## src/rtl/adma_pkg.sv

```systemverilog
package adma_pkg;
    localparam int ADDR_W = 24;   // byte address width kept from writes
    localparam int LEN_W  = 18;   // byte length width kept from writes
    localparam int LO_W   = 13;   // wrapping low part of the address counter
    localparam int ALIGN  = 3;    // low bits forced to zero on address/length
    localparam int WORD_B = 4;    // bytes per fetched word
    localparam int SMP_W  = 16;   // bits per channel sample

    typedef struct packed {
        logic [ADDR_W-1:0] addr;
        logic [LEN_W-1:0]  len;
    } slot_t;

    typedef struct packed {
        slot_t      s1;
        slot_t      s0;
        logic [1:0] cnt;
        logic       carry;
        logic       irq;
    } queue_st_t;
endpackage

```

## src/rtl/adma_timer.sv

```systemverilog
module adma_timer #(
    parameter int RATE_W = 14
) (
    input  logic              clk,
    input  logic              rst_n,
    input  logic [RATE_W-1:0] rate,
    output logic              tick
);
    localparam int CNT_W = RATE_W + 1;

    logic [CNT_W-1:0] cnt_d, cnt_q;
    logic [CNT_W-1:0] limit;

    always_comb begin
        limit = {rate, 1'b1};          // 2*(rate+1) - 1
        tick  = (cnt_q >= limit);
        cnt_d = tick ? '0 : cnt_q + 1'b1;
    end

    always_ff @(posedge clk) begin
        if (!rst_n) cnt_q <= '0;
        else        cnt_q <= cnt_d;
    end

    // a tick is always followed by at least one quiet cycle
    p_tick_gap_r4: assert property (@(posedge clk) disable iff (!rst_n)
        tick |=> !tick);
endmodule

```

## src/rtl/adma_queue.sv

```systemverilog
module adma_queue
    import adma_pkg::*;
(
    input  logic                    clk,
    input  logic                    rst_n,
    input  logic                    wr_addr,
    input  logic                    wr_len,
    input  logic [ADDR_W-1:ALIGN]   wdata,
    input  logic                    irq_clr,
    input  logic                    issue,
    input  logic                    done,
    output logic [1:0]              cnt,
    output logic [ADDR_W-1:2]       fetch_word,
    output logic [LEN_W-1:0]        act_len,
    output logic                    irq
);
    localparam int HI_W = ADDR_W - LO_W;

    queue_st_t         q_d, q_q;
    logic [ADDR_W-1:0] fetch_addr;
    logic [LO_W-1:0]   lo_nxt;
    logic [ADDR_W-1:0] a_mask;
    logic [LEN_W-1:0]  l_mask;
    logic              drain;

    always_comb begin
        q_d        = q_q;
        fetch_addr = {q_q.s0.addr[ADDR_W-1:LO_W] + HI_W'(q_q.carry),
                      q_q.s0.addr[LO_W-1:0]};
        lo_nxt     = q_q.s0.addr[LO_W-1:0] + LO_W'(WORD_B);
        drain      = done && (q_q.s0.len == LEN_W'(WORD_B));
        a_mask     = {wdata, {ALIGN{1'b0}}};
        l_mask     = {wdata[LEN_W-1:ALIGN], {ALIGN{1'b0}}};

        if (issue) begin
            q_d.s0.addr = fetch_addr;
            q_d.carry   = 1'b0;
        end
        if (done) begin
            q_d.s0.addr[LO_W-1:0] = lo_nxt;
            q_d.carry             = (lo_nxt == '0);
            q_d.s0.len            = q_q.s0.len - LEN_W'(WORD_B);
        end
        if (irq_clr) q_d.irq = 1'b0;
        if (drain) begin
            q_d.irq = 1'b1;
            q_d.cnt = q_q.cnt - 2'd1;
            if (q_q.cnt == 2'd2) q_d.s0 = q_q.s1;
        end
        // register writes index the queue by the post-completion count
        if (wr_addr && q_d.cnt < 2'd2) begin
            if (q_d.cnt[0]) q_d.s1.addr = a_mask;
            else            q_d.s0.addr = a_mask;
        end
        if (wr_len && q_d.cnt < 2'd2 && l_mask != '0) begin
            if (q_d.cnt[0]) q_d.s1.len = l_mask;
            else            q_d.s0.len = l_mask;
            q_d.cnt = q_d.cnt + 2'd1;
        end
    end

    always_ff @(posedge clk) begin
        if (!rst_n) q_q <= '0;
        else        q_q <= q_d;
    end

    assign cnt        = q_q.cnt;
    assign fetch_word = fetch_addr[ADDR_W-1:2];
    assign act_len    = q_q.s0.len;
    assign irq        = q_q.irq;

    p_count_bound_r2: assert property (@(posedge clk) disable iff (!rst_n)
        cnt <= 2'd2);
    p_drain_irq_r8: assert property (@(posedge clk) disable iff (!rst_n)
        (done && act_len == LEN_W'(WORD_B)) |=> irq);
    p_promote_r8: assert property (@(posedge clk) disable iff (!rst_n)
        (done && act_len == LEN_W'(WORD_B) && cnt == 2'd2 && !wr_len)
        |=> (cnt == 2'd1 && act_len == $past(q_q.s1.len)));
    p_len_step_r7: assert property (@(posedge clk) disable iff (!rst_n)
        (done && act_len != LEN_W'(WORD_B)) |=> act_len == $past(act_len) - LEN_W'(WORD_B));
    p_irq_clear_r11: assert property (@(posedge clk) disable iff (!rst_n)
        (irq_clr && !(done && act_len == LEN_W'(WORD_B))) |=> !irq);
endmodule

```

## src/rtl/audio_dma_engine.sv

```systemverilog
module audio_dma_engine
    import adma_pkg::*;
#(
    parameter int RATE_W = 14,
    parameter int BITS_W = 4,
    parameter int REG_AW = 5
) (
    input  logic                clk,
    input  logic                rst_n,
    input  logic                reg_wr,
    input  logic [REG_AW-1:0]   reg_addr,
    input  logic [31:0]         reg_wdata,
    output logic [31:0]         reg_rdata,
    output logic                mem_req,
    output logic [ADDR_W-3:0]   mem_addr,
    input  logic                mem_rvalid,
    input  logic [31:0]         mem_rdata,
    output logic                smp_valid,
    output logic [SMP_W-1:0]    smp_left,
    output logic [SMP_W-1:0]    smp_right,
    output logic                irq,
    output logic [BITS_W-1:0]   dac_bits
);
    localparam logic [REG_AW-1:0] OFF_ADDR = REG_AW'(8'h00);
    localparam logic [REG_AW-1:0] OFF_LEN  = REG_AW'(8'h04);
    localparam logic [REG_AW-1:0] OFF_CTRL = REG_AW'(8'h08);
    localparam logic [REG_AW-1:0] OFF_STAT = REG_AW'(8'h0C);
    localparam logic [REG_AW-1:0] OFF_RATE = REG_AW'(8'h10);
    localparam logic [REG_AW-1:0] OFF_BITS = REG_AW'(8'h14);

    typedef struct packed {
        logic              en;
        logic [RATE_W-1:0] rate;
        logic [BITS_W-1:0] bits;
        logic              busy;
        logic              pend;
        logic              sv;
        logic [SMP_W-1:0]  sl;
        logic [SMP_W-1:0]  sr;
    } ctl_st_t;

    ctl_st_t           c_d, c_q;
    logic              tick, issue, done;
    logic [1:0]        cnt;
    logic [LEN_W-1:0]  act_len;
    logic [ADDR_W-1:2] fetch_word;
    logic              unused_wbits;

    assign unused_wbits = ^reg_wdata[31:ADDR_W];

    adma_timer #(.RATE_W(RATE_W)) u_timer (
        .clk   (clk),
        .rst_n (rst_n),
        .rate  (c_q.rate),
        .tick  (tick)
    );

    adma_queue u_queue (
        .clk        (clk),
        .rst_n      (rst_n),
        .wr_addr    (reg_wr && reg_addr == OFF_ADDR),
        .wr_len     (reg_wr && reg_addr == OFF_LEN),
        .wdata      (reg_wdata[ADDR_W-1:ALIGN]),
        .irq_clr    (reg_wr && reg_addr == OFF_STAT),
        .issue      (issue),
        .done       (done),
        .cnt        (cnt),
        .fetch_word (fetch_word),
        .act_len    (act_len),
        .irq        (irq)
    );

    always_comb begin
        c_d    = c_q;
        issue  = c_q.en && cnt != 2'd0 && !c_q.busy && (tick || c_q.pend);
        done   = c_q.busy && mem_rvalid;

        c_d.pend = !issue && cnt != 2'd0 && (c_q.pend || (tick && c_q.busy));
        c_d.busy = issue || (c_q.busy && !mem_rvalid);
        c_d.sv   = done;
        if (done) begin
            c_d.sl = mem_rdata[31:16];
            c_d.sr = mem_rdata[15:0];
        end
        if (reg_wr) begin
            case (reg_addr)
                OFF_CTRL: c_d.en   = reg_wdata[0];
                OFF_RATE: c_d.rate = reg_wdata[RATE_W-1:0];
                OFF_BITS: c_d.bits = reg_wdata[BITS_W-1:0];
                default:  ;
            endcase
        end

        case (reg_addr)
            OFF_LEN:  reg_rdata = 32'(act_len);
            OFF_STAT: reg_rdata = {cnt == 2'd2, cnt != 2'd0, 5'b0, 1'b1,
                                   3'b0, 1'b1, 19'b0, cnt == 2'd2};
            default:  reg_rdata = '0;
        endcase
    end

    always_ff @(posedge clk) begin
        if (!rst_n) c_q <= '0;
        else        c_q <= c_d;
    end

    assign mem_req   = issue;
    assign mem_addr  = fetch_word;
    assign smp_valid = c_q.sv;
    assign smp_left  = c_q.sl;
    assign smp_right = c_q.sr;
    assign dac_bits  = c_q.bits;

    p_single_outstanding_r10: assert property (@(posedge clk) disable iff (!rst_n)
        c_q.busy |-> !mem_req);
    p_no_fetch_empty_r9: assert property (@(posedge clk) disable iff (!rst_n)
        (cnt == 2'd0) |-> !mem_req);
    p_enable_gate_r12: assert property (@(posedge clk) disable iff (!rst_n)
        !c_q.en |-> !mem_req);
    p_sample_after_resp_r5: assert property (@(posedge clk) disable iff (!rst_n)
        smp_valid |-> $past(mem_rvalid));
    p_req_clears_pend_r10: assert property (@(posedge clk) disable iff (!rst_n)
        mem_req |=> c_q.busy);
endmodule

```

## config.mk

```make
export PLATFORM = sky130hd
export DESIGN_NAME = audio_dma_engine
export DESIGN_NICKNAME = d
export VERILOG_FILES = /design/src/rtl/adma_pkg.sv /design/src/rtl/adma_timer.sv /design/src/rtl/adma_queue.sv /design/src/rtl/audio_dma_engine.sv
export SDC_FILE = /design/constraint.sdc
export NUM_CORES = 1
export LEC_CHECK = 0
export ABC_AREA = 1
export CORE_MARGIN = 4
export CORE_UTILIZATION = 45
export CTS_CLUSTER_SIZE = 8
export DETAILED_ROUTE_END_ITERATION = 10
export PLACE_DENSITY = 0.72
export SYNTH_ARGS = -nofsm -noshare
export SYNTH_HDL_FRONTEND = slang
export SYNTH_SLANG_ARGS = --single-unit
```

## constraint.sdc

```tcl
create_clock -name clk -period 4.3 [get_ports clk]
set_input_delay 0.43 -clock clk [delete_from_list [all_inputs] [get_ports clk]]
set_output_delay 0.43 -clock clk [all_outputs]
set_load 0.01 [all_outputs]
```

==> results by group <==
Outcome
  – Status: finished, final reports clean

Global route
  – GRT Total Usage: 0.203
  – Total gr overflow: 0
  – Number of global-route vias before repair: 6945
  – Initial antenna violation count: 0
  – First-pass GRT wire length: 33.4 mm
  – Largest net degree at the start of global routing: 79

Pwr
  – Clock share of power: 0.472
  – Leak pwr: 4.00 nW
  – P_int: 0.00243 W
  – Peak supply drop: 0.337 mV
  – Sequential power share: 0.445
  – Pwr/cell area: 331 mW/mm^2
  – Sw Ratio: 0.243
  – Comb power frac: 0.083
  – P_sw: 0.000781 W

Routing
  – Total Wirelength: 20.5 mm
  – DR pass1 iterations: 6
  – Antenna Nets Post-Route: 0
  – Vias per Instance: 5.10
  – DRC: 0
  – WL/cell: 14.2 um
  – Total vias in the final route: 7400
  – 1st-iter DRT viols: 491

Synthesis
  – Ys Warns: 0
  – Post-Synth XOR/XNOR Area: 0.0272
  – Post-synthesis sequential area ratio: 0.376
  – EDFF count, synth: 0
  – Avg Synthesized Cell Area: 7.01 um^2
  – Adder-Cell Fraction of Synth Area: 0.0373
  – Post-Synth Simple-Gate Area: 0.265
  – Synth area leaders: dfxtp_1 (38%), nor2_1 (9.9%), nand2_1 (7.8%), o21ai_0 (6.8%), buf_4 (6.7%)
  – Multiplexer area fraction after synthesis: 0
  – Post-synthesis compound-gate area fraction: 0.149
  – Top-count cell post-synth: nor2_1
  – #FFs+latches synth: 151
  – Syn Inst Count: 1148
  – Post-Syn Area: 0.00805 mm^2
  – Share of synthesized registers carrying an async set or reset: 0
  – Synth cell count leaders: nor2_1 (212), nand2_1 (167), dfxtp_1 (151), o21ai_0 (109), inv_1 (101)
  – Dominant cell type by area after synthesis: dfxtp_1
  – Main combinational cell family by area after synthesis: simple AND/OR/NAND/NOR gates
  – Predominant post-synthesis flop cell: dfxtp_1
  – Yosys top cell area share: 0.376
  – Netlist cell types: 38

STA
  – Period minus WS final: 3.58 ns
  – Final setup violation count: 0
  – Worst-margin pin slew: 0.801 ns
  – Setup TNS: 0 ns
  – Fin Clk Skew: 0.0141 ns
  – Part of the cycle the worst path needs: 0.833
  – RSZ-0062 raised after global routing: false
  – Final hold vios: 0
  – Max transition margin: 0.466
  – Pins over their slew limit: 0
  – Max frequency: 279 MHz
  – Worst hold slack: 0.441 ns

Critical path
  – CP Data Required Time: 3.87 ns
  – Critical path class: reg -> out
  – Startpoint Class: flip-flop
  – Worst EP arrival: 3.15 ns
  – Critical Path Fanout Max: 15
  – CP endpoint kind: primary output

Clock tree
  – CTS tree: done
  – Post-CTS Resized: 0
  – Root Driver: clkbuf_16
  – CTS buffer count: 17
  – # hold bufs at CTS: 0
  – Later-pin clock latency in the skew report: 0.42 ns
  – CTS H-tree depth: 4
  – Reg clk slew, reported paths: 0.06 ns
  – Number of clock sinks: 151
  – Post-CTS Setup Bufs: 0
  – CTS max path bufs: 2

Min path
  – Worst hold path class: reg -> reg

Job
  – Number of max-cap violations: 0

Final layout
  – Layout cells sized above 1: 0.0555
  – Multi-input logic area: 0.00389 mm^2
  – Area growth, synth to finish: 20.6%
  – Final net count: 1309
  – Reg area: 0.00302 mm^2
  – Number of diodes: 0
  – Final non-filler cell total: 1450
  – Fin util: 0.557
  – Fillers: 1679

Placed design
  – Count of input and output buffers: 147
  – Placed instance count: 1418
  – Placer Congestion: 0.819
  – DP Wirelength: 14.6 mm

Die
  – Die width: 142 um
  – Die ar.: 0.0201 mm^2
  – Cell Rows: 48
  – # IOs: 166
  – Die Ht: 142 um
  – Core Area: 0.0174 mm^2
  – Initial core utilization: 0.462
==> power groups by stage <==
stage                     Sequential, W  Clock, W  Combinational, W
after CTS                       0.00143   0.00154          0.000266
after floorplan                 0.00146         0          0.000159
after global placement          0.00146         0          0.000260
final                           0.00143   0.00152          0.000268
after detailed placement        0.00146         0          0.000263
after global routing            0.00143   0.00160          0.000298
==> cells in the final DEF (no fill, tap or decap), drive strengths merged, types with 2 or more instances in the layout <==
cell type | netlist | final
bufinv | 0 | 3
a31oi | 4 | 4
o22ai | 4 | 4
inv | 104 | 105
o21ai | 134 | 134
nand4 | 12 | 12
nor3 | 12 | 12
or2 | 8 | 8
clkinvlp | 0 | 2
ha | 24 | 24
clkdlybuf4s50 | 0 | 146
nand2 | 175 | 175
xnor2 | 5 | 5
clkinv | 2 | 7
nor2 | 219 | 219
buf | 85 | 7
xor2 | 20 | 20
clkbuf | 32 | 21
o211ai | 2 | 2
a21oi | 89 | 89
nand3 | 62 | 62
dfxtp | 151 | 151
conb | 1 | 10
==> final cells by class <==
| class | instances | area share |
|---|---|---|
| clock inverters | 11 | 0.0155 |
| clock buffers | 21 | 0.0454 |
| flip-flops and latches | 151 | 0.312 |
| repair buffers | 153 | 0.156 |
| inverters | 106 | 0.0420 |
| well taps | 225 | 0.0290 |
| multi-input cells | 783 | 0.401 |
==> final timing paths <==
check	start	to	slack, ns	cells after the start
worst max register to register	u_queue.act_len[3]$_SDFF_PN0_	u_queue.q_q[54]$_SDFFE_PN0P_	1.52	14
worst min register to register	u_queue.fetch_addr[1]$_SDFF_PN0_	u_queue.fetch_addr[1]$_SDFF_PN0_	0.44	2
worst max-delay path	u_timer.cnt_q[6]$_SDFF_PP0_	mem_req	0.72	10
worst min-delay path	u_queue.fetch_addr[1]$_SDFF_PN0_	u_queue.fetch_addr[1]$_SDFF_PN0_	0.44	2
==> cell families (layout without fill, tap and decap cells) <==
| family | after synthesis | after routing |
|---|---|---|
| AND/OR/NAND/NOR | 490 | 490 |
| AO/OA/AOI/OAI | 234 | 234 |
| buffers and inverters | 223 | 291 |
| flip-flops | 151 | 151 |
| XOR/XNOR | 25 | 25 |
| adder cells (fa/ha/maj) | 24 | 24 |
| other | 1 | 10 |
==> state kept, by name, indices dropped and copies added, names as in the netlist <==
| register | flops |
|---|---|
| c_q | 17 |
| dac_bits | 4 |
| smp_left | 16 |
| smp_right | 16 |
| smp_valid | 1 |
| u_queue.act_len | 18 |
| u_queue.cnt | 2 |
| u_queue.fetch_addr | 2 |
| u_queue.fetch_word | 11 |
| u_queue.irq | 1 |
| u_queue.q_q | 48 |
| u_timer.cnt_q | 15 |
==> routing by layer <==
| metal | wire [um] | track usage | up-vias |
|---|---|---|---|
| li1 | - | - | 3752 |
| met1 | 9030 | 0.254 | 3384 |
| met2 | 9700 | 0.344 | 237 |
| met3 | 1430 | 0.0485 | 27 |
| met4 | 379 | 0.0682 | 0 |
| met5 | 0 | 0 | - |
==> worst max-delay path, stage by stage (launching register included) <==
cell	delay [ns]
dfxtp_1	0.42
ha_1	0.28
nand2_1	0.09
inv_1	0.05
a21oi_1	0.13
nand2_1	0.07
nand2_1	0.09
nand3_1	0.42
nand2_1	0.60
inv_1	0.08
clkdlybuf4s50_1	0.49
==> through the flow <==
stage / setup slack, ns / cell area [um^2] / total power, W
2_1_floorplan: 2.26 / 8080 / 0.00162
3_3_place_gp: 1.07 / 9110 / 0.00172
3_5_place_dp: 0.993 / 9110 / 0.00172
4_1_cts: 0.709 / 9700 / 0.00323
5_1_grt: 0.425 / 9700 / 0.00333
6_report: 0.718 / 9700 / 0.00321
No activity file was read; power rests on OpenSTA's default activity.
